### src/rtl/dma_seq_pkg.sv
package dma_seq_pkg;
    // Largest arbitration exponent honoured (2**10 = 1024 items)
    localparam int MAX_EXP = 10;

    typedef enum logic {
        ST_IDLE,
        ST_MOVE
    } seq_st_e;
endpackage

### src/rtl/dma_prio_pick.sv
module dma_prio_pick #(
    parameter int N  = 32,
    parameter int IW = $clog2(N)
) (
    input  logic [N-1:0]  elig_i,
    output logic          valid_o,
    output logic [IW-1:0] idx_o
);
    // Lowest set index wins: scan downward so the lowest index is written last
    always_comb begin
        valid_o = |elig_i;
        idx_o   = '0;
        for (int i = N - 1; i >= 0; i--) begin
            if (elig_i[i]) idx_o = IW'(i);
        end
    end
endmodule

### src/rtl/dma_chan_bank.sv
module dma_chan_bank #(
    parameter int NUM_CH = 32,
    parameter int CH_W   = $clog2(NUM_CH),
    parameter int CNT_W  = 16,
    parameter int EXP_W  = 4
) (
    input  logic                           clk_i,
    input  logic                           rst_ni,
    input  logic                           cfg_we_i,
    input  logic [CH_W-1:0]                cfg_ch_i,
    input  logic [CNT_W-1:0]               cfg_count_i,
    input  logic [EXP_W-1:0]               cfg_exp_i,
    input  logic                           cfg_burst_only_i,
    input  logic                           cfg_alt_i,
    input  logic                           dec_i,
    input  logic [CH_W-1:0]                dec_ch_i,
    output logic [NUM_CH-1:0]              en_o,
    output logic [NUM_CH-1:0]              bonly_o,
    output logic [NUM_CH-1:0]              alt_o,
    output logic [NUM_CH-1:0][EXP_W-1:0]   exp_o,
    output logic [NUM_CH-1:0][CNT_W-1:0]   cnt_o,
    output logic [NUM_CH-1:0]              done_o
);
    typedef struct packed {
        logic             en;
        logic             bonly;
        logic             alt;
        logic [EXP_W-1:0] exp;
        logic [CNT_W-1:0] cnt;
        logic             done;
    } ch_rec_t;

    for (genvar c = 0; c < NUM_CH; c++) begin : g_ch
        ch_rec_t rec_d, rec_q;

        always_comb begin
            rec_d      = rec_q;
            rec_d.done = 1'b0;
            if (cfg_we_i && cfg_ch_i == CH_W'(c)) begin
                rec_d.cnt   = cfg_count_i;
                rec_d.exp   = cfg_exp_i;
                rec_d.bonly = cfg_burst_only_i;
                rec_d.alt   = cfg_alt_i;
                rec_d.en    = (cfg_count_i != '0);
            end else if (dec_i && dec_ch_i == CH_W'(c)) begin
                rec_d.cnt = rec_q.cnt - CNT_W'(1);
                if (rec_q.cnt == CNT_W'(1)) begin
                    rec_d.en   = 1'b0;
                    rec_d.done = 1'b1;
                end
            end
        end

        always_ff @(posedge clk_i or negedge rst_ni) begin
            if (!rst_ni) rec_q <= '0;
            else         rec_q <= rec_d;
        end

        assign en_o[c]    = rec_q.en;
        assign bonly_o[c] = rec_q.bonly;
        assign alt_o[c]   = rec_q.alt;
        assign exp_o[c]   = rec_q.exp;
        assign cnt_o[c]   = rec_q.cnt;
        assign done_o[c]  = rec_q.done;
    end
endmodule

### src/rtl/dma_xfer_fsm.sv
module dma_xfer_fsm
    import dma_seq_pkg::*;
#(
    parameter int CH_W  = 5,
    parameter int CNT_W = 16,
    parameter int EXP_W = 4
) (
    input  logic             clk_i,
    input  logic             rst_ni,
    input  logic             grant_vld_i,
    input  logic [CH_W-1:0]  grant_ch_i,
    input  logic             grant_burst_i,
    input  logic [CNT_W-1:0] grant_cnt_i,
    input  logic [EXP_W-1:0] grant_exp_i,
    input  logic             xfer_ack_i,
    output logic             xfer_req_o,
    output logic [CH_W-1:0]  xfer_ch_o,
    output logic             dec_o,
    output logic [CH_W-1:0]  dec_ch_o
);
    typedef struct packed {
        seq_st_e          st;
        logic [CH_W-1:0]  ch;
        logic [CNT_W-1:0] left;
    } fsm_t;

    fsm_t             s_d, s_q;
    logic [EXP_W-1:0] exp_c;
    logic [CNT_W-1:0] blen;
    logic [CNT_W-1:0] len;

    always_comb begin
        exp_c = (grant_exp_i > EXP_W'(MAX_EXP)) ? EXP_W'(MAX_EXP) : grant_exp_i;
        blen  = CNT_W'(1) << exp_c;
        len   = grant_burst_i ? ((grant_cnt_i < blen) ? grant_cnt_i : blen)
                              : CNT_W'(1);
        s_d   = s_q;
        case (s_q.st)
            ST_IDLE: begin
                if (grant_vld_i) begin
                    s_d.st   = ST_MOVE;
                    s_d.ch   = grant_ch_i;
                    s_d.left = len;
                end
            end
            ST_MOVE: begin
                if (xfer_ack_i) begin
                    s_d.left = s_q.left - CNT_W'(1);
                    if (s_q.left == CNT_W'(1)) s_d.st = ST_IDLE;
                end
            end
            default: s_d.st = ST_IDLE;
        endcase
    end

    always_ff @(posedge clk_i or negedge rst_ni) begin
        if (!rst_ni) s_q <= '{st: ST_IDLE, ch: '0, left: '0};
        else         s_q <= s_d;
    end

    assign xfer_req_o = (s_q.st == ST_MOVE);
    assign xfer_ch_o  = s_q.ch;
    assign dec_o      = xfer_req_o && xfer_ack_i;
    assign dec_ch_o   = s_q.ch;
endmodule

### src/rtl/dma_req_sequencer.sv
module dma_req_sequencer #(
    parameter int NUM_CH      = 32,
    parameter int CNT_W       = 16,
    parameter int EXP_W       = 4,
    parameter int ADDR_W      = 32,
    parameter int ENTRY_BYTES = 16,
    localparam int CH_W       = $clog2(NUM_CH),
    localparam int ENTRY_SH   = $clog2(ENTRY_BYTES),
    localparam int TABLE_SH   = 1 + CH_W + ENTRY_SH,
    localparam int BASE_W     = ADDR_W - TABLE_SH
) (
    input  logic              clk_i,
    input  logic              rst_ni,
    input  logic [BASE_W-1:0] ctl_base_i,
    input  logic [NUM_CH-1:0] single_req_i,
    input  logic [NUM_CH-1:0] burst_req_i,
    input  logic              cfg_we_i,
    input  logic [CH_W-1:0]   cfg_ch_i,
    input  logic [CNT_W-1:0]  cfg_count_i,
    input  logic [EXP_W-1:0]  cfg_exp_i,
    input  logic              cfg_burst_only_i,
    input  logic              cfg_alt_i,
    output logic              xfer_req_o,
    input  logic              xfer_ack_i,
    output logic [CH_W-1:0]   xfer_ch_o,
    output logic [ADDR_W-1:0] ctl_addr_o,
    output logic [NUM_CH-1:0] ch_en_o,
    output logic [NUM_CH-1:0] done_o
);
    logic [NUM_CH-1:0]            bonly_v;
    logic [NUM_CH-1:0]            alt_v;
    logic [NUM_CH-1:0][EXP_W-1:0] exp_v;
    logic [NUM_CH-1:0][CNT_W-1:0] cnt_v;
    logic [NUM_CH-1:0]            elig;
    logic                         pick_vld;
    logic [CH_W-1:0]              pick_idx;
    logic                         dec;
    logic [CH_W-1:0]              dec_ch;

    dma_chan_bank #(
        .NUM_CH (NUM_CH),
        .CH_W   (CH_W),
        .CNT_W  (CNT_W),
        .EXP_W  (EXP_W)
    ) bank_i (
        .clk_i            (clk_i),
        .rst_ni           (rst_ni),
        .cfg_we_i         (cfg_we_i),
        .cfg_ch_i         (cfg_ch_i),
        .cfg_count_i      (cfg_count_i),
        .cfg_exp_i        (cfg_exp_i),
        .cfg_burst_only_i (cfg_burst_only_i),
        .cfg_alt_i        (cfg_alt_i),
        .dec_i            (dec),
        .dec_ch_i         (dec_ch),
        .en_o             (ch_en_o),
        .bonly_o          (bonly_v),
        .alt_o            (alt_v),
        .exp_o            (exp_v),
        .cnt_o            (cnt_v),
        .done_o           (done_o)
    );

    // A channel competes when enabled and raising a request it admits
    assign elig = ch_en_o & (burst_req_i | (single_req_i & ~bonly_v));

    dma_prio_pick #(
        .N  (NUM_CH),
        .IW (CH_W)
    ) pick_i (
        .elig_i  (elig),
        .valid_o (pick_vld),
        .idx_o   (pick_idx)
    );

    dma_xfer_fsm #(
        .CH_W  (CH_W),
        .CNT_W (CNT_W),
        .EXP_W (EXP_W)
    ) fsm_i (
        .clk_i         (clk_i),
        .rst_ni        (rst_ni),
        .grant_vld_i   (pick_vld),
        .grant_ch_i    (pick_idx),
        .grant_burst_i (burst_req_i[pick_idx]),
        .grant_cnt_i   (cnt_v[pick_idx]),
        .grant_exp_i   (exp_v[pick_idx]),
        .xfer_ack_i    (xfer_ack_i),
        .xfer_req_o    (xfer_req_o),
        .xfer_ch_o     (xfer_ch_o),
        .dec_o         (dec),
        .dec_ch_o      (dec_ch)
    );

    // Aligned table: base, half select, channel slot, byte offset zero
    assign ctl_addr_o = {ctl_base_i, alt_v[xfer_ch_o], xfer_ch_o, {ENTRY_SH{1'b0}}};
endmodule

### config.mk
export PLATFORM = sky130hd
export DESIGN_NAME = dma_req_sequencer
export DESIGN_NICKNAME = d
export VERILOG_FILES = /design/src/rtl/dma_seq_pkg.sv /design/src/rtl/dma_prio_pick.sv /design/src/rtl/dma_chan_bank.sv /design/src/rtl/dma_xfer_fsm.sv /design/src/rtl/dma_req_sequencer.sv
export SDC_FILE = /design/constraint.sdc
export NUM_CORES = 2
export LEC_CHECK = 0
export BUFFER_PORTS_ARGS = -buffer_cell sky130_fd_sc_hd__buf_2
export CORE_UTILIZATION = 45
export DETAILED_ROUTE_END_ITERATION = 10
export PLACE_DENSITY = 0.6
export SETUP_SLACK_MARGIN = 0.2
export SYNTH_ARGS = -nofsm -noshare
export SYNTH_HDL_FRONTEND = slang
export SYNTH_SLANG_ARGS = --single-unit
### constraint.sdc
create_clock -name clk_i -period 17.2 [get_ports clk_i]
set_clock_uncertainty 0.1 [all_clocks]
set_input_delay 3.44 -clock clk_i [delete_from_list [all_inputs] [get_ports clk_i]]
set_output_delay 3.44 -clock clk_i [all_outputs]
set_load 0.01 [all_outputs]
Word level (Yosys, flattened, before mapping)
Index checks and enable logic that the tools add are counted.
{"block": "totals", "regBits": 790, "out_inout_bits": 102, "wordCells": 775, "in_bits": 117}
{"block": "op_classes", "n_shift": 1, "n_mux": 273, "bitwise": 5, "eq_ne": 97, "order_cmp": 4, "add_sub_neg": 33, "n_reduce_logical": 167}
{"operator": "$mux 16", "count": 36}
{"operator": "$mux 17", "count": 32}
{"operator": "$eq 16x1->1 const B", "count": 33}
{"operator": "$sub 16x1->16 const B", "count": 33}
{"operator": "$mux 1", "count": 164}
{"operator": "$eq 5x5->1 const B", "count": 32}
{"operator": "$mux 5", "count": 32}
{"operator": "$reduce_bool 2->1", "count": 64}
{"operator": "$bmux 16 s5", "count": 1}
{"operator": "$eq 5x4->1 const B", "count": 16}
{"operator": "$reduce_and 2->1", "count": 34}
{"operator": "$logic_and 1x1->1", "count": 65}
{"operator": "$and 32x32->32", "count": 2}
{"operator": "$eq 5x3->1 const B", "count": 8}
{"operator": "$not 32->32", "count": 1}
{"operator": "$or 32x32->32", "count": 1}
{"operator": "$pmux 16 s2", "count": 1}
{"operator": "$reduce_or 32->1", "count": 1}
{"operator": "$mux 22", "count": 1}
{"operator": "$bmux 4 s5", "count": 1}
{"operator": "$eq 5x2->1 const B", "count": 4}
{"operator": "$lt 16x16->1", "count": 1}
{"operator": "$reduce_bool 16->1", "count": 1}
{"operator": "$shl 1x4->16 const A", "count": 1}
{"operator": "10 further kinds", "count": 15}

Depth between registers and ports, before layout
{"block": "depth", "ltp_word": 46, "depth_mapped": 34, "ltp_nobuf": 29}

Cells and area by module
A second synthesis with hierarchy kept.
{"block": "hier_totals", "hier_cells": 5278, "hier_area_um2": 47777.1}
{"mod": "dma_chan_bank", "cells_per_inst": 4115, "area_each_um2": 38568.2, "seq_area_each_um2": 19218.4, "instances": 1}
{"mod": "dma_req_sequencer", "cells_per_inst": 879, "area_each_um2": 6922.9, "seq_area_each_um2": 0.0, "instances": 1}
{"mod": "dma_xfer_fsm", "cells_per_inst": 219, "area_each_um2": 1900.6, "seq_area_each_um2": 550.5, "instances": 1}
{"mod": "dma_prio_pick", "cells_per_inst": 65, "area_each_um2": 385.4, "seq_area_each_um2": 0.0, "instances": 1}

Worst setup path after synthesis
Ideal clock, no wire load.
{"block": "synth_path", "kind": "input to register", "from": "in single_req_i[0]", "to": "reg fsm_i.s_q[3] (netlist name)", "setup_time_ps": 74, "slack_ps": 8196, "t_arrival_ps": 8830, "path_buffers": 2, "required_time_ps": 17026, "path_stages": 30, "cell_sequence": "nor2b_1 o21ai_2 nand4_1 or4_1 nor2_1 buf_4 mux2i_1 mux2i_1 a22o_1 o211a_2 nor4_4 nand2_2 or3_1 ha_1 a21oi_1 nor2b_1 o21ai_0 nand2b_1 a21oi_1 nor2b_1 o21ai_0 nand2b_1 a21oi_1 and3b_1 o21ai_0 nand2_1 a21oi_2 buf_6 a2111o_1 o21ai_2"}
{"block": "synth_between", "elab_chain_cells": 14, "elab_cells_between_ends": 21, "cone_classes": "order compare: 2; eq/ne: 1; shift: 1; mux: 12; bitwise: 3; reduce/logical: 2"}
{"item": "start, declared", "line": "dma_req_sequencer.sv:15", "text": "input logic [NUM_CH-1:0] single_req_i,"}
{"item": "$and 32x32->32 *", "line": "dma_req_sequencer.sv:65", "text": "assign elig = ch_en_o & (burst_req_i | (single_req_i & ~bonly_v));"}
{"item": "$or 32x32->32 *", "line": "dma_req_sequencer.sv:65"}
{"item": "$and 32x32->32 *", "line": "dma_req_sequencer.sv:65"}
{"item": "$mux 5", "line": "dma_prio_pick.sv:14", "text": "if (elig_i[i]) idx_o = IW'(i);"}
{"item": "$bmux 4 s5", "line": "dma_req_sequencer.sv:87", "text": ".grant_exp_i (exp_v[pick_idx]),"}
{"item": "$mux 4 (implied by the code)", "line": "dma_req_sequencer.sv:87"}
{"item": "$gt 4x4->1", "line": "dma_xfer_fsm.sv:33", "text": "exp_c = (grant_exp_i > EXP_W'(MAX_EXP)) ? EXP_W'(MAX_EXP) : grant_exp_i;"}
{"item": "$mux 4", "line": "dma_xfer_fsm.sv:33"}
{"item": "$shl 1x4->16", "line": "dma_xfer_fsm.sv:34", "text": "blen = CNT_W'(1) << exp_c;"}
{"item": "$lt 16x16->1", "line": "dma_xfer_fsm.sv:35", "text": "len = grant_burst_i ? ((grant_cnt_i < blen) ? grant_cnt_i : blen)"}
{"item": "$mux 16 (2 in a row)", "line": "dma_xfer_fsm.sv:35"}
{"item": "$mux 22", "line": "dma_xfer_fsm.sv:40", "text": "if (grant_vld_i) begin"}
{"item": "$pmux 16 s2", "line": "dma_xfer_fsm.sv:38", "text": "case (s_q.st)"}
{"item": "end signal, assigned", "line": "dma_xfer_fsm.sv:57", "text": "if (!rst_ni) s_q <= '{st: ST_IDLE, ch: '0, left: '0};"}
{"item": "end, declared", "line": "dma_xfer_fsm.sv:27", "text": "fsm_t s_d, s_q;"}
Every way passes the cells marked *; elsewhere a longest branch is shown, timed or not. The select of a mux whose other input is x is not followed.
A chain may end at the register's enable or synchronous reset.

Worst setup path in the final report
{"block": "layout_path", "from": "in single_req_i[10]", "to": "reg fsm_i.s_q[1] (netlist name)"}
{"block": "layout_between", "elab_chain_cells": 24, "elab_cells_between_ends": 31, "cone_classes": "order compare: 2; eq/ne: 1; shift: 1; mux: 22; bitwise: 3; reduce/logical: 2"}
{"item": "$and 32x32->32 *", "line": "dma_req_sequencer.sv:65"}
{"item": "$or 32x32->32 *", "line": "dma_req_sequencer.sv:65"}
{"item": "$and 32x32->32 *", "line": "dma_req_sequencer.sv:65"}
{"item": "$mux 5 (11 in a row)", "line": "dma_prio_pick.sv:14"}
{"item": "$bmux 4 s5", "line": "dma_req_sequencer.sv:87"}
{"item": "$mux 4 (implied by the code)", "line": "dma_req_sequencer.sv:87"}
{"item": "$gt 4x4->1", "line": "dma_xfer_fsm.sv:33"}
{"item": "$mux 4", "line": "dma_xfer_fsm.sv:33"}
{"item": "$shl 1x4->16", "line": "dma_xfer_fsm.sv:34"}
{"item": "$lt 16x16->1", "line": "dma_xfer_fsm.sv:35"}
{"item": "$mux 16 (2 in a row)", "line": "dma_xfer_fsm.sv:35"}
{"item": "$mux 22", "line": "dma_xfer_fsm.sv:40"}
{"item": "$pmux 16 s2", "line": "dma_xfer_fsm.sv:38"}
Marks and branches as above.

==> results.toml <==
[sta]
clock.fmax_ghz = 0.0969
report.final.slew_viol_count = 0
final.min_clock_period_ns = 10.32
grt_setup_unrepaired = "false"
fin_crit_sh_pct = 60.0
slew-limit-headroom_pct = 13.2
hold_viol = 0
tightest_slew_ns = 1.29
setup_viol = 0
setup_tns_ns = 0

[final_layout]
fin_nets = 5865
drive_above_1_share_pct = 11.1
fill_cells = 9976
final_cells = 7124
areaGrowthSynthToFinish_pct = 10.6
postLayoutCoreUtil_pct = 50.4

[synthesis]
synth_area_leader_cell = "dfrtp_1"
synth-edff-count = 0
ys_seq_area_share_pct = 41.7
yosys-top-cells-area = "dfrtp_1, nand2_1, xnor2_1, o21ai_0, nor2_1"
synth_ff_type = "dfrtp_1"
synth_cell_types = 90
synth.top_cell.area_share_pct = 41.7
synth_cells = 5705
synth_area_per_cell_um2 = 8.32
yosysWarnings = 0
synthArstFlopShare_pct = 100
synth_seq_cells = 790
synth_area_um2 = 47400

[clock_tree]
clk_latency_ns = 0.70
htreeDepth = 3
cts_resized = 0
cts-root-buf = "clkbuf_16"
clock_sinks = 790
numCtsBuffers = 94
cts_hold_buffers = 0
worst_setup_hold_path_clk_slew_ns = 0.06
clockBufferDepth = 3
cts_tree = "built"
cts_setup_buffers = 0

[run]
drv_cap = 0

[pwr]
peakVddDrop_mv = 0.102
powerDensity_nw_per_um2 = 138
leakagePower_nw = 21.4

[grt]
grt_pass1_vias = 39804
grt_antenna_before_repair = 7
grtUsageTotal_pct = 35.2
grt.overflow.total = 0
grt_first_pass_wirelength_um = 277000
grt_max_degree = 150

[die]
rows = 118
core_area_um2 = 104000
die_w_um = 327
initial_core_util_pct = 45.6
io_pins = 219
die_h_um = 327
dieArea_um2 = 107000

[critical_path]
cp-startpoint = "single_req_i[10]"
crit_end = "fsm_i.s_q[1]$_DFFE_PN0P_"
worstPathMaxFanout = 45
path_class = "in -> reg"
cpMaxStageDelayCell = "o21ai_0"
endpoint_kind = "flip-flop"
max_stage_delay_ns = 0.65
crit_arrival_ns = 10.78
cp_data_required_time_ns = 17.66
regToRegStartpoint = "bank_i.bonly_o[10]$_DFFE_PN0P_"
ff2ff_setup_slack_ns = 9.45
rr_worst_depth = 29
setup.worst_path.start_class = "input port"
rr_endpoint = "fsm_i.s_q[1]$_DFFE_PN0P_"

[detailed_routing]
ant_nets = 0
drc = 0
drt-total-wl_um = 190000
drtPass1Iterations = 6
viasPerCell = 6.05
num_vias = 43106
wire_per_inst_um = 26.7
drt_iter0_drc = 4953

[placed_design]
post-dp-hpwl_um = 132000
place_inst = 6951
io_buffers = 170
place_congestion = 1.01

[hold_path]
hold_path_class = "reg -> reg"

[outcome]
status = "finished clean"
-- kinds of logic (layout without fill, tap and decap cells) --
kind of cell             count (synthesis)  in the layout  synth area share (%)
adder cells (fa/ha/maj)                 81             81                  2.14
flip-flops                             790            790                  41.7
other                                    2             12                0.0158
XOR/XNOR                               472            472                  8.71
buffers and inverters                  480            509                  4.37
AO/OA/AOI/OAI                          964            964                  12.4
AND/OR/NAND/NOR                       2721           2721                  25.8
multiplexers                           195            195                  4.86
-- metrics by stage --
step	instance area, um2	total power [W]	worst slack (ns)	hold WS [ns]
floorplan	47500	0.00414	8.20	0.338
global placement	49200	0.00505	6.38	0.355
detailed placement	49200	0.00507	6.42	0.362
CTS	52500	0.00721	7.11	0.377
global route	52500	0.00755	6.53	0.396
finish	52500	0.00726	6.88	0.374
-- cell usage after synthesis, types with 19 or more instances --
cell type / n
and3_1: 93
inv_1: 74
a311oi_1: 102
or4_1: 53
nor2b_1: 65
o21ai_0: 474
nor3_1: 152
ha_1: 81
buf_1: 32
mux2_2: 130
nor2_1: 403
nand2b_1: 34
buf_2: 52
o21ai_1: 33
nand3b_1: 20
a21oi_1: 145
dfrtp_1: 790
nand2_1: 1438
xnor2_1: 321
buf_4: 48
a211oi_1: 28
clkbuf_1: 268
nor4_1: 134
mux2i_1: 46
a21o_1: 19
xor2_1: 151
o211ai_1: 19
nand3_1: 183
a31oi_1: 23
or3_1: 30
nand4_1: 43
-- critical path: cells and delay by family --
kind / cells / cell delay (ns)
mux: 1 / 0.24
fa+ha+maj: 1 / 0.33
buf+inv: 2 / 0.69
compound gates: 13 / 3.06
simple gates: 13 / 2.99
-- layout make-up --
type | instances | area, um2 | share of cell area [%]
diodes | 3 | 7.51 | 0.0143
clock buffers | 137 | 2790 | 5.31
clock inverters | 33 | 459 | 0.875
inverters | 75 | 282 | 0.537
multi-input cells | 4442 | 25800 | 49.2
flip-flops and latches | 790 | 19800 | 37.7
well taps | 1380 | 1730 | 3.29
repair buffers | 264 | 1620 | 3.08
-- sequential cells by signal, indices dropped and copies added (netlist names) --
| register | count |
|---|---|
| bank_i.bonly_o | 32 |
| fsm_i.dec_ch_o | 5 |
| bank_i.en_o | 32 |
| bank_i.done_o | 32 |
| bank_i.alt_o | 32 |
| bank_i.exp_o | 128 |
| fsm_i.xfer_req_o | 1 |
| fsm_i.s_q | 16 |
| bank_i.cnt_o | 512 |
-- routing by layer --
metal  share of wire [%]  vias to the layer above  GRT usage [%]
li1                    -                    19477              -
met1                  41                    21019           48.7
met2                  44                     2130           53.5
met3                 9.0                      476           5.56
met4                 5.8                        4           17.7
met5               0.016                        -              0
-- cells in the final DEF (no fill, tap or decap), drive strengths merged, types with 18 or more instances in the layout --
cell,netlist,routed
mux2i,46,46
inv,74,77
nand3,183,183
a311oi,103,103
a211oi,30,30
o211ai,19,19
o21ai,515,515
nor2b,66,66
nand4,43,43
or3,30,30
nand2b,34,34
dfrtp,790,790
buf,135,264
mux2,134,134
and3,93,93
or4,53,53
a31oi,23,23
nor3,152,152
a21oi,148,148
nand2,1440,1440
nor4,138,138
nor3b,18,18
xnor2,321,321
ha,81,81
nor2,405,405
clkbuf,270,137
nand3b,20,20
a21o,20,20
xor2,151,151
-- power breakdown --
group | switching (W) | internal, W
clock | 0.000864 | 0.00127
sequential | 0.000452 | 0.00222
combinational | 0.00161 | 0.000846
-- worst min path at each step --
stage | depth (start not counted) | startpoint | end
after global routing | 2 | bank_i.exp_o[23]$_DFFE_PN0P_ | bank_i.exp_o[23]$_DFFE_PN0P_
after global placement | 2 | bank_i.alt_o[31]$_DFFE_PN0P_ | bank_i.alt_o[31]$_DFFE_PN0P_
final | 2 | bank_i.exp_o[27]$_DFFE_PN0P_ | bank_i.exp_o[27]$_DFFE_PN0P_
after floorplan | 2 | bank_i.exp_o[90]$_DFFE_PN0P_ | bank_i.exp_o[90]$_DFFE_PN0P_
after CTS | 2 | bank_i.exp_o[35]$_DFFE_PN0P_ | bank_i.exp_o[35]$_DFFE_PN0P_
after detailed placement | 2 | bank_i.alt_o[10]$_DFFE_PN0P_ | bank_i.alt_o[10]$_DFFE_PN0P_
Power figures use the tool's default switching activity.
